### src/rtl/edge_cap_pkg.sv
package edge_cap_pkg;
  typedef struct packed {
    logic grab;   // accept a capture this cycle
    logic drop;   // request flag clear this cycle
  } capCtrl_t;
endpackage

### src/rtl/cap_ctrl.sv
module cap_ctrl
  import edge_cap_pkg::*;
#(
  parameter int SYNC_STAGES = 2,
  parameter int FILT_LEN    = 4
) (
  input  logic     clk,
  input  logic     rstN,
  input  logic     capPin,
  input  logic     edgeRise,
  input  logic     filterEn,
  input  logic     topIsCap,
  input  logic     flagClr,
  input  logic     irqAck,
  output capCtrl_t ctl
);
  localparam int LAST_SYNC = SYNC_STAGES - 1;
  localparam int LAST_HIST = FILT_LEN - 1;

  // synchronizer chain
  logic [SYNC_STAGES-1:0] syncQ;
  genvar g;
  generate
    for (g = 0; g < SYNC_STAGES; g++) begin : gSync
      if (g == 0) begin : gFirst
        always_ff @(posedge clk) begin
          if (!rstN) syncQ[g] <= 1'b0;
          else       syncQ[g] <= capPin;
        end
      end else begin : gRest
        always_ff @(posedge clk) begin
          if (!rstN) syncQ[g] <= 1'b0;
          else       syncQ[g] <= syncQ[g-1];
        end
      end
    end
  endgenerate

  logic pinSync;
  assign pinSync = syncQ[LAST_SYNC];

  // direct path
  logic rawPrev;
  always_ff @(posedge clk) begin
    if (!rstN) rawPrev <= 1'b0;
    else       rawPrev <= pinSync;
  end

  logic rawEdge;
  assign rawEdge = pinSync ^ rawPrev;

  // agreement filter
  logic [FILT_LEN-1:0] hist;
  logic                filtLvl;
  logic                filtNext;
  always_ff @(posedge clk) begin
    if (!rstN) begin
      hist    <= '0;
      filtLvl <= 1'b0;
    end else begin
      hist    <= {hist[LAST_HIST-1:0], pinSync};
      filtLvl <= filtNext;
    end
  end

  always_comb begin
    if (&hist)       filtNext = 1'b1;
    else if (~|hist) filtNext = 1'b0;
    else             filtNext = filtLvl;
  end

  logic filtEdge;
  assign filtEdge = filtNext ^ filtLvl;

  // path choice and edge qualification
  logic newLvl, anyEdge, wanted;
  always_comb begin
    newLvl   = filterEn ? filtNext : pinSync;
    anyEdge  = filterEn ? filtEdge : rawEdge;
    wanted   = edgeRise ? newLvl : ~newLvl;
    ctl.grab = anyEdge & wanted & ~topIsCap;
    ctl.drop = flagClr | irqAck;
  end
endmodule

### src/rtl/cap_data.sv
module cap_data
  import edge_cap_pkg::*;
#(
  parameter int W = 16
) (
  input  logic         clk,
  input  logic         rstN,
  input  capCtrl_t     ctl,
  input  logic [W-1:0] cntVal,
  input  logic         irqEn,
  output logic [W-1:0] capReg,
  output logic         capFlag,
  output logic         irq
);
  always_ff @(posedge clk) begin
    if (!rstN) begin
      capReg  <= '0;
      capFlag <= 1'b0;
    end else begin
      if (ctl.grab) capReg <= cntVal;
      if (ctl.grab)      capFlag <= 1'b1;
      else if (ctl.drop) capFlag <= 1'b0;
    end
  end

  assign irq = capFlag & irqEn;
endmodule

### src/rtl/edge_capture_unit.sv
module edge_capture_unit
  import edge_cap_pkg::*;
#(
  parameter int W           = 16,
  parameter int SYNC_STAGES = 2,
  parameter int FILT_LEN    = 4
) (
  input  logic         clk,
  input  logic         rstN,
  input  logic         capPin,
  input  logic [W-1:0] cntVal,
  input  logic         edgeRise,
  input  logic         filterEn,
  input  logic         irqEn,
  input  logic         flagClr,
  input  logic         irqAck,
  input  logic         topIsCap,
  output logic [W-1:0] capReg,
  output logic         capFlag,
  output logic         irq
);
  capCtrl_t ctl;

  cap_ctrl #(.SYNC_STAGES(SYNC_STAGES), .FILT_LEN(FILT_LEN)) u_ctrl (
    .clk(clk), .rstN(rstN), .capPin(capPin), .edgeRise(edgeRise),
    .filterEn(filterEn), .topIsCap(topIsCap), .flagClr(flagClr),
    .irqAck(irqAck), .ctl(ctl)
  );

  cap_data #(.W(W)) u_data (
    .clk(clk), .rstN(rstN), .ctl(ctl), .cntVal(cntVal), .irqEn(irqEn),
    .capReg(capReg), .capFlag(capFlag), .irq(irq)
  );
endmodule

### config.mk
export PLATFORM = sky130hd
export DESIGN_NAME = edge_capture_unit
export DESIGN_NICKNAME = d
export VERILOG_FILES = /design/src/rtl/edge_cap_pkg.sv /design/src/rtl/cap_ctrl.sv /design/src/rtl/cap_data.sv /design/src/rtl/edge_capture_unit.sv
export SDC_FILE = /design/constraint.sdc
export NUM_CORES = 1
export LEC_CHECK = 0
export BUFFER_PORTS_ARGS = -buffer_cell sky130_fd_sc_hd__clkbuf_2
export CORE_MARGIN = 2
export CORE_UTILIZATION = 50
export CTS_BUF_LIST = sky130_fd_sc_hd__clkbuf_4 sky130_fd_sc_hd__clkbuf_8
export DETAILED_ROUTE_END_ITERATION = 8
export GPL_TIMING_DRIVEN = 0
export PLACE_DENSITY_LB_ADDON = 0.25
export SYNTH_ARGS = -nofsm -noshare
export SYNTH_HDL_FRONTEND = slang
export SYNTH_SLANG_ARGS = --single-unit
### constraint.sdc
create_clock -name clk -period 4.1 [get_ports clk]
set_input_delay 0.615 -clock clk [delete_from_list [all_inputs] [get_ports clk]]
set_output_delay 0.615 -clock clk [all_outputs]
set_load 0.03 [all_outputs]
# ---- Word-level counts from Yosys, hierarchy flattened
# Index checks and enable logic that the tools add are counted.
dict set report classes {
  mux 7
  bitwise_logic 8
  n_reduce_logical 3
}
# op count
set op_table {}
lappend op_table {{$mux 1} 7}
lappend op_table {{$reduce_and 4->1} 1}
lappend op_table {{$reduce_or 4->1} 1}
lappend op_table {{$and 1x1->1} 3}
lappend op_table {{$not 1->1} 2}
lappend op_table {{$reduce_bool 2->1} 1}
lappend op_table {{$xor 1x1->1} 2}
lappend op_table {{$or 1x1->1} 1}
dict set report totals {
  register_bits 25
  out_inout_bits 18
  elab_cells 25
}

# ---- Depth between registers and ports, before layout
dict set report logic_depth {
  ltp_word 9
  ltp_mapped 6
  depth_no_buf 4
}

# ---- Modules after synthesis
# Synthesis repeated with hierarchy kept, for this count alone.
dict set report unflattened {
  hier_cells 81
  area_unflattened_um2 924.6
}
# mod instances cells_per_inst area_per_inst_um2 seq_area_each_um2
set modules_own_cells {}
lappend modules_own_cells {cap_data 1 55 655.6 340.3}
lappend modules_own_cells {cap_ctrl 1 26 269.0 140.1}

# ---- Least setup slack after synthesis
# No wires, ideal clock.
dict set report synth_timing {
  kind {input to register}
  from {input filterEn}
  to {register u_data.capReg[0]}
  setup_ns 0.072
  t_arrival_ns 1.521
  required_ns 4.028
  setup_slack_ns 2.508
  path_stages 6
  path_cell_list {nor2_1 a21oi_1 a221oi_2 buf_6 buf_12 mux2i_1}
}
dict set report synth_via {
  elab_chain_len 5
}
# item line_no
set synth_lines {}
lappend synth_lines {{from (decl)} edge_capture_unit.sv:13} ;# input logic filterEn,
lappend synth_lines {{$mux 1} cap_ctrl.sv:78} ;# newLvl = filterEn ? filtNext : pinSync;
lappend synth_lines {{$not 1->1} cap_ctrl.sv:80} ;# wanted = edgeRise ? newLvl : ~newLvl;
lappend synth_lines {{$mux 1} cap_ctrl.sv:80}
lappend synth_lines {{$and 1x1->1 (*) (2 in a row)} cap_ctrl.sv:81} ;# ctl.grab = anyEdge & wanted & ~topIsCap;
lappend synth_lines {{to (signal assigned)} cap_data.sv:20} ;# if (ctl.grab) capReg <= cntVal;
lappend synth_lines {{to (decl)} cap_data.sv:11} ;# output logic [W-1:0] capReg,
# Every way passes the cells marked *; elsewhere a longest branch is shown, timed or not.
# A chain may end at the register's enable or synchronous reset.

# ---- Worst setup path in the final report
dict set report layout_timing {
  from {register u_ctrl.hist[0]}
  to {register u_data.capReg[10]}
}
dict set report layout_via {
  elab_chain_len 8
}
# item line_no
set layout_lines {}
lappend layout_lines {{from (decl)} cap_ctrl.sv:53} ;# logic [FILT_LEN-1:0] hist;
lappend layout_lines {{from (signal assigned)} cap_ctrl.sv:61} ;# hist <= {hist[LAST_HIST-1:0], pinSync};
lappend layout_lines {{$reduce_or 4->1} cap_ctrl.sv:68} ;# else if (~|hist) filtNext = 1'b0;
lappend layout_lines {{$mux 1} cap_ctrl.sv:68}
lappend layout_lines {{$mux 1 (*)} cap_ctrl.sv:67} ;# if (&hist) filtNext = 1'b1;
lappend layout_lines {{$mux 1} cap_ctrl.sv:78}
lappend layout_lines {{$not 1->1} cap_ctrl.sv:80}
lappend layout_lines {{$mux 1} cap_ctrl.sv:80}
lappend layout_lines {{$and 1x1->1 (*) (2 in a row)} cap_ctrl.sv:81}
# Marked as above.

==> results.md <==
* Commonest cells after routing, fill and taps aside: clkbuf_2, nand2_1, dfxtp_1, mux2i_1, and2_1
* Crit Path Category: reg -> reg
* Complex-gate fraction of the synthesized area at 4.98%
* GP Congestion at 0.710
* All-Layer GR Usage at between 10% and 20%
* Syn Inst Count at 99
* Post-Synth XOR/XNOR Area at 0%
* Pwr dens at 377 mW/mm2
* CTS Buf Count at 3
* RSZ-0062 raised after global routing: no
* WP data arrival at 1.87 ns
* Vias in the first global route at about 660
* Fill cells at 165
* Hold Crit Depth at 1
* Max frequency at 611 MHz
* Slowest stage delay, CP at 0.38 ns
* Die area at 0.00227 mm2
* Pin count of the biggest net entering global routing at 15
* Clk root buf: clkbuf_4
* Status: complete, no violations
* Share of cells above drive strength 1 at 34.7%
* Drt first-iter violations at 8
* Area of the multi-input gates at 428 um2
* Tmin final at 1.64 ns
* Router iterations before antenna repair at 4
* Launching point of the worst reg2reg path: u_ctrl.hist[0]
* Worst reg2reg endpoint: u_data.capReg[10]
* Post-CTS sizing at 0
* WHS Endpoint: u_ctrl.pinSync
* Antenna fix cells at 0
* YS warnings at 0
* Nets at 170
* Synth Cell Area at 955 um2
* Site row count at 15
* Multiplexer share of the synthesized area at 16.8%
* Die Height at 47.7 um
* Final setup viols at 0
* Core Box Area at 0.00176 mm2
* Ports at 43
* TritonCTS clock tree: done
* Port Buffers at 41
* Post-DRT Antenna Nets at 0
* Reg2Reg Depth at 6
* Synth Flop Type: dfxtp_1
* CP Capture Type: register
* Routed WL per cell at roughly 11 um
* Adder-cell area share of the yosys netlist at 0%
* Worst-Margin Slew at approximately 0.47 ns
* Initial Utilization at 54.1%
* Layout area overhead at 30.3%
* Worst-Skew Late Latency at 0.30 ns
* DR vias/cell at 4.82
* Clock transition at path regs at 0.12 ns
* Sink Count at 24
* Most common cell after layout, fill and taps aside: clkbuf_2
* Final HPWL DP at 1510 um
* CP top delay family: flip-flops
* Normalized max-slew margin at roughly 69%
* Final instance count without filler cells at about 170
* Hold path startpoint: u_ctrl.syncQ[0]
* Max H-tree Level at 1
* First-pass GRT wire length at 2790 um
* Post-Synth Simple-Gate Area at around 23%
* Largest family of logic cells by synthesized area: simple AND/OR/NAND/NOR gates
* Slew Viols, Final at 0
* Hold slack at between 0.4 and 0.5 ns
* # hold bufs at CTS at 0
* Final period util at 39.9%
* # Post-CTS Setup Buffers at 0
* Post-synth EDFFs at 0
* Worst min path class: reg -> reg
* Syn_area_per_cell at between 9 and 10 um2
* Clk_skew at roughly 0.0020 ns
* Initial antenna violation count at 0
* Slowest-stage cell, CP: dfxtp_1
* Sequential cell area at 480 um2
* CP Cell Sequence: nor3_2 -> nand4b_1 -> a221oi_2 -> buf_6 -> buf_12 -> mux2i_1
* Dpl cells at around 170
* Fin Setup TNS at 0 ns
* Longest Clk Path Bufs at 2
* Critical-path maximum fanout at 10
* Max cap viols at 0
* Register area share after synthesis at 50.3%
* Syn Nets at ~120
* Leakage at ~0.56 nW
* DIE WIDTH at 47.7 um
* Startpoint types: register
* Count of unique library cells instantiated by Yosys at 19
* WP data required at 4.34 ns
* DRC viols at 0
* Via count at between 800 and 900
* Total Routed Length at a little under 2000 um
* Fraction of registers with async set/reset at 0%
* #FFs+latches synth at 24
* Congestion Overflow GR at 0
* Worst IR drop on VDD at roughly 300 uV
* Fin. Hold Viols at 0
* Reg2Reg Setup Slack at between 2 and 2.5 ns
* Number of buffers and inverters on the critical path at 2
-- Yosys cell counts (2+ instances only) --
library cell	count	share of area, %
nor2_1	2	0.79
and2_1	6	3.9
nand2_1	32	13
nand4b_1	2	1.8
clkbuf_1	4	1.6
a21boi_0	2	1.6
mux2i_1	16	17
dfxtp_1	24	50
-- state kept, by name (all words and copies together) (netlist names) --
signal and cells:
u_data.capReg 16, u_ctrl.hist 4, u_ctrl.filtLvl 1, u_ctrl.pinSync 1, u_ctrl.syncQ 1, u_data.capFlag 1
-- worst register-to-register path, cell delays in order (launching register included) --
cell	delay [ns]
dfxtp_1	0.38
nor3_2	0.23
nand4b_1	0.13
a221oi_2	0.27
buf_6	0.19
buf_12	0.15
mux2i_1	0.21
-- per-layer routing --
layer  track usage [%]  vias to the layer above  wire [um]
met5                 0                        -          0
met4              8.65                        0         10
met3              4.15                        2         95
met2              28.3                       24        959
met1              22.8                      369        877
li1                  -                      420          -
-- logic make-up after synthesis --
group / count (synthesis)
AOI/OAI and AO/OA: 6
buffers and inverters: 6
DFF: 24
muxes: 16
and+or+nand+nor: 47
-- worst max-delay path by stage --
| stage | startpoint | end | slack [ns] | cells past startpoint |
|---|---|---|---|---|
| after global routing | u_ctrl.hist[0] | u_data.capReg[10] | 2.36 | 6 |
| after CTS | u_ctrl.hist[0] | u_data.capReg[10] | 2.45 | 6 |
| after global placement | filterEn | u_data.capReg[9] | 2.31 | 7 |
| after floorplan | filterEn | u_data.capReg[0] | 2.51 | 6 |
| after detailed placement | filterEn | u_data.capReg[10] | 2.23 | 7 |
| final | u_ctrl.hist[0] | u_data.capReg[10] | 2.46 | 6 |
-- final cells by class --
cell class	count	share of cell area, %
plain buffers	6	3.72
repair buffers	41	16.5
well taps	25	2.52
clock buffers	3	1.81
clock inverters	1	2.41
flip-flops and latches	24	38.6
multi-input cells	69	34.4
-- per-stage QoR --
step	power [W]	instance area [um2]	worst slack, ns	utilization (%)
after floorplan	0.000287	955	2.51	-
after global placement	0.000308	1190	2.31	67.5
after detailed placement	0.000310	1190	2.23	67.5
after CTS	0.000475	1240	2.45	70.5
after global routing	0.000492	1240	2.36	70.5
final	0.000469	1240	2.46	70.5
-- power breakdown --
part	total [W]	internal, W	switching [W]
Sequential	0.000245	0.000241	0.00000431
Clock	0.000165	0.0000988	0.0000658
Combinational	0.0000593	0.0000248	0.0000345
(Power assumes the default switching activity.)
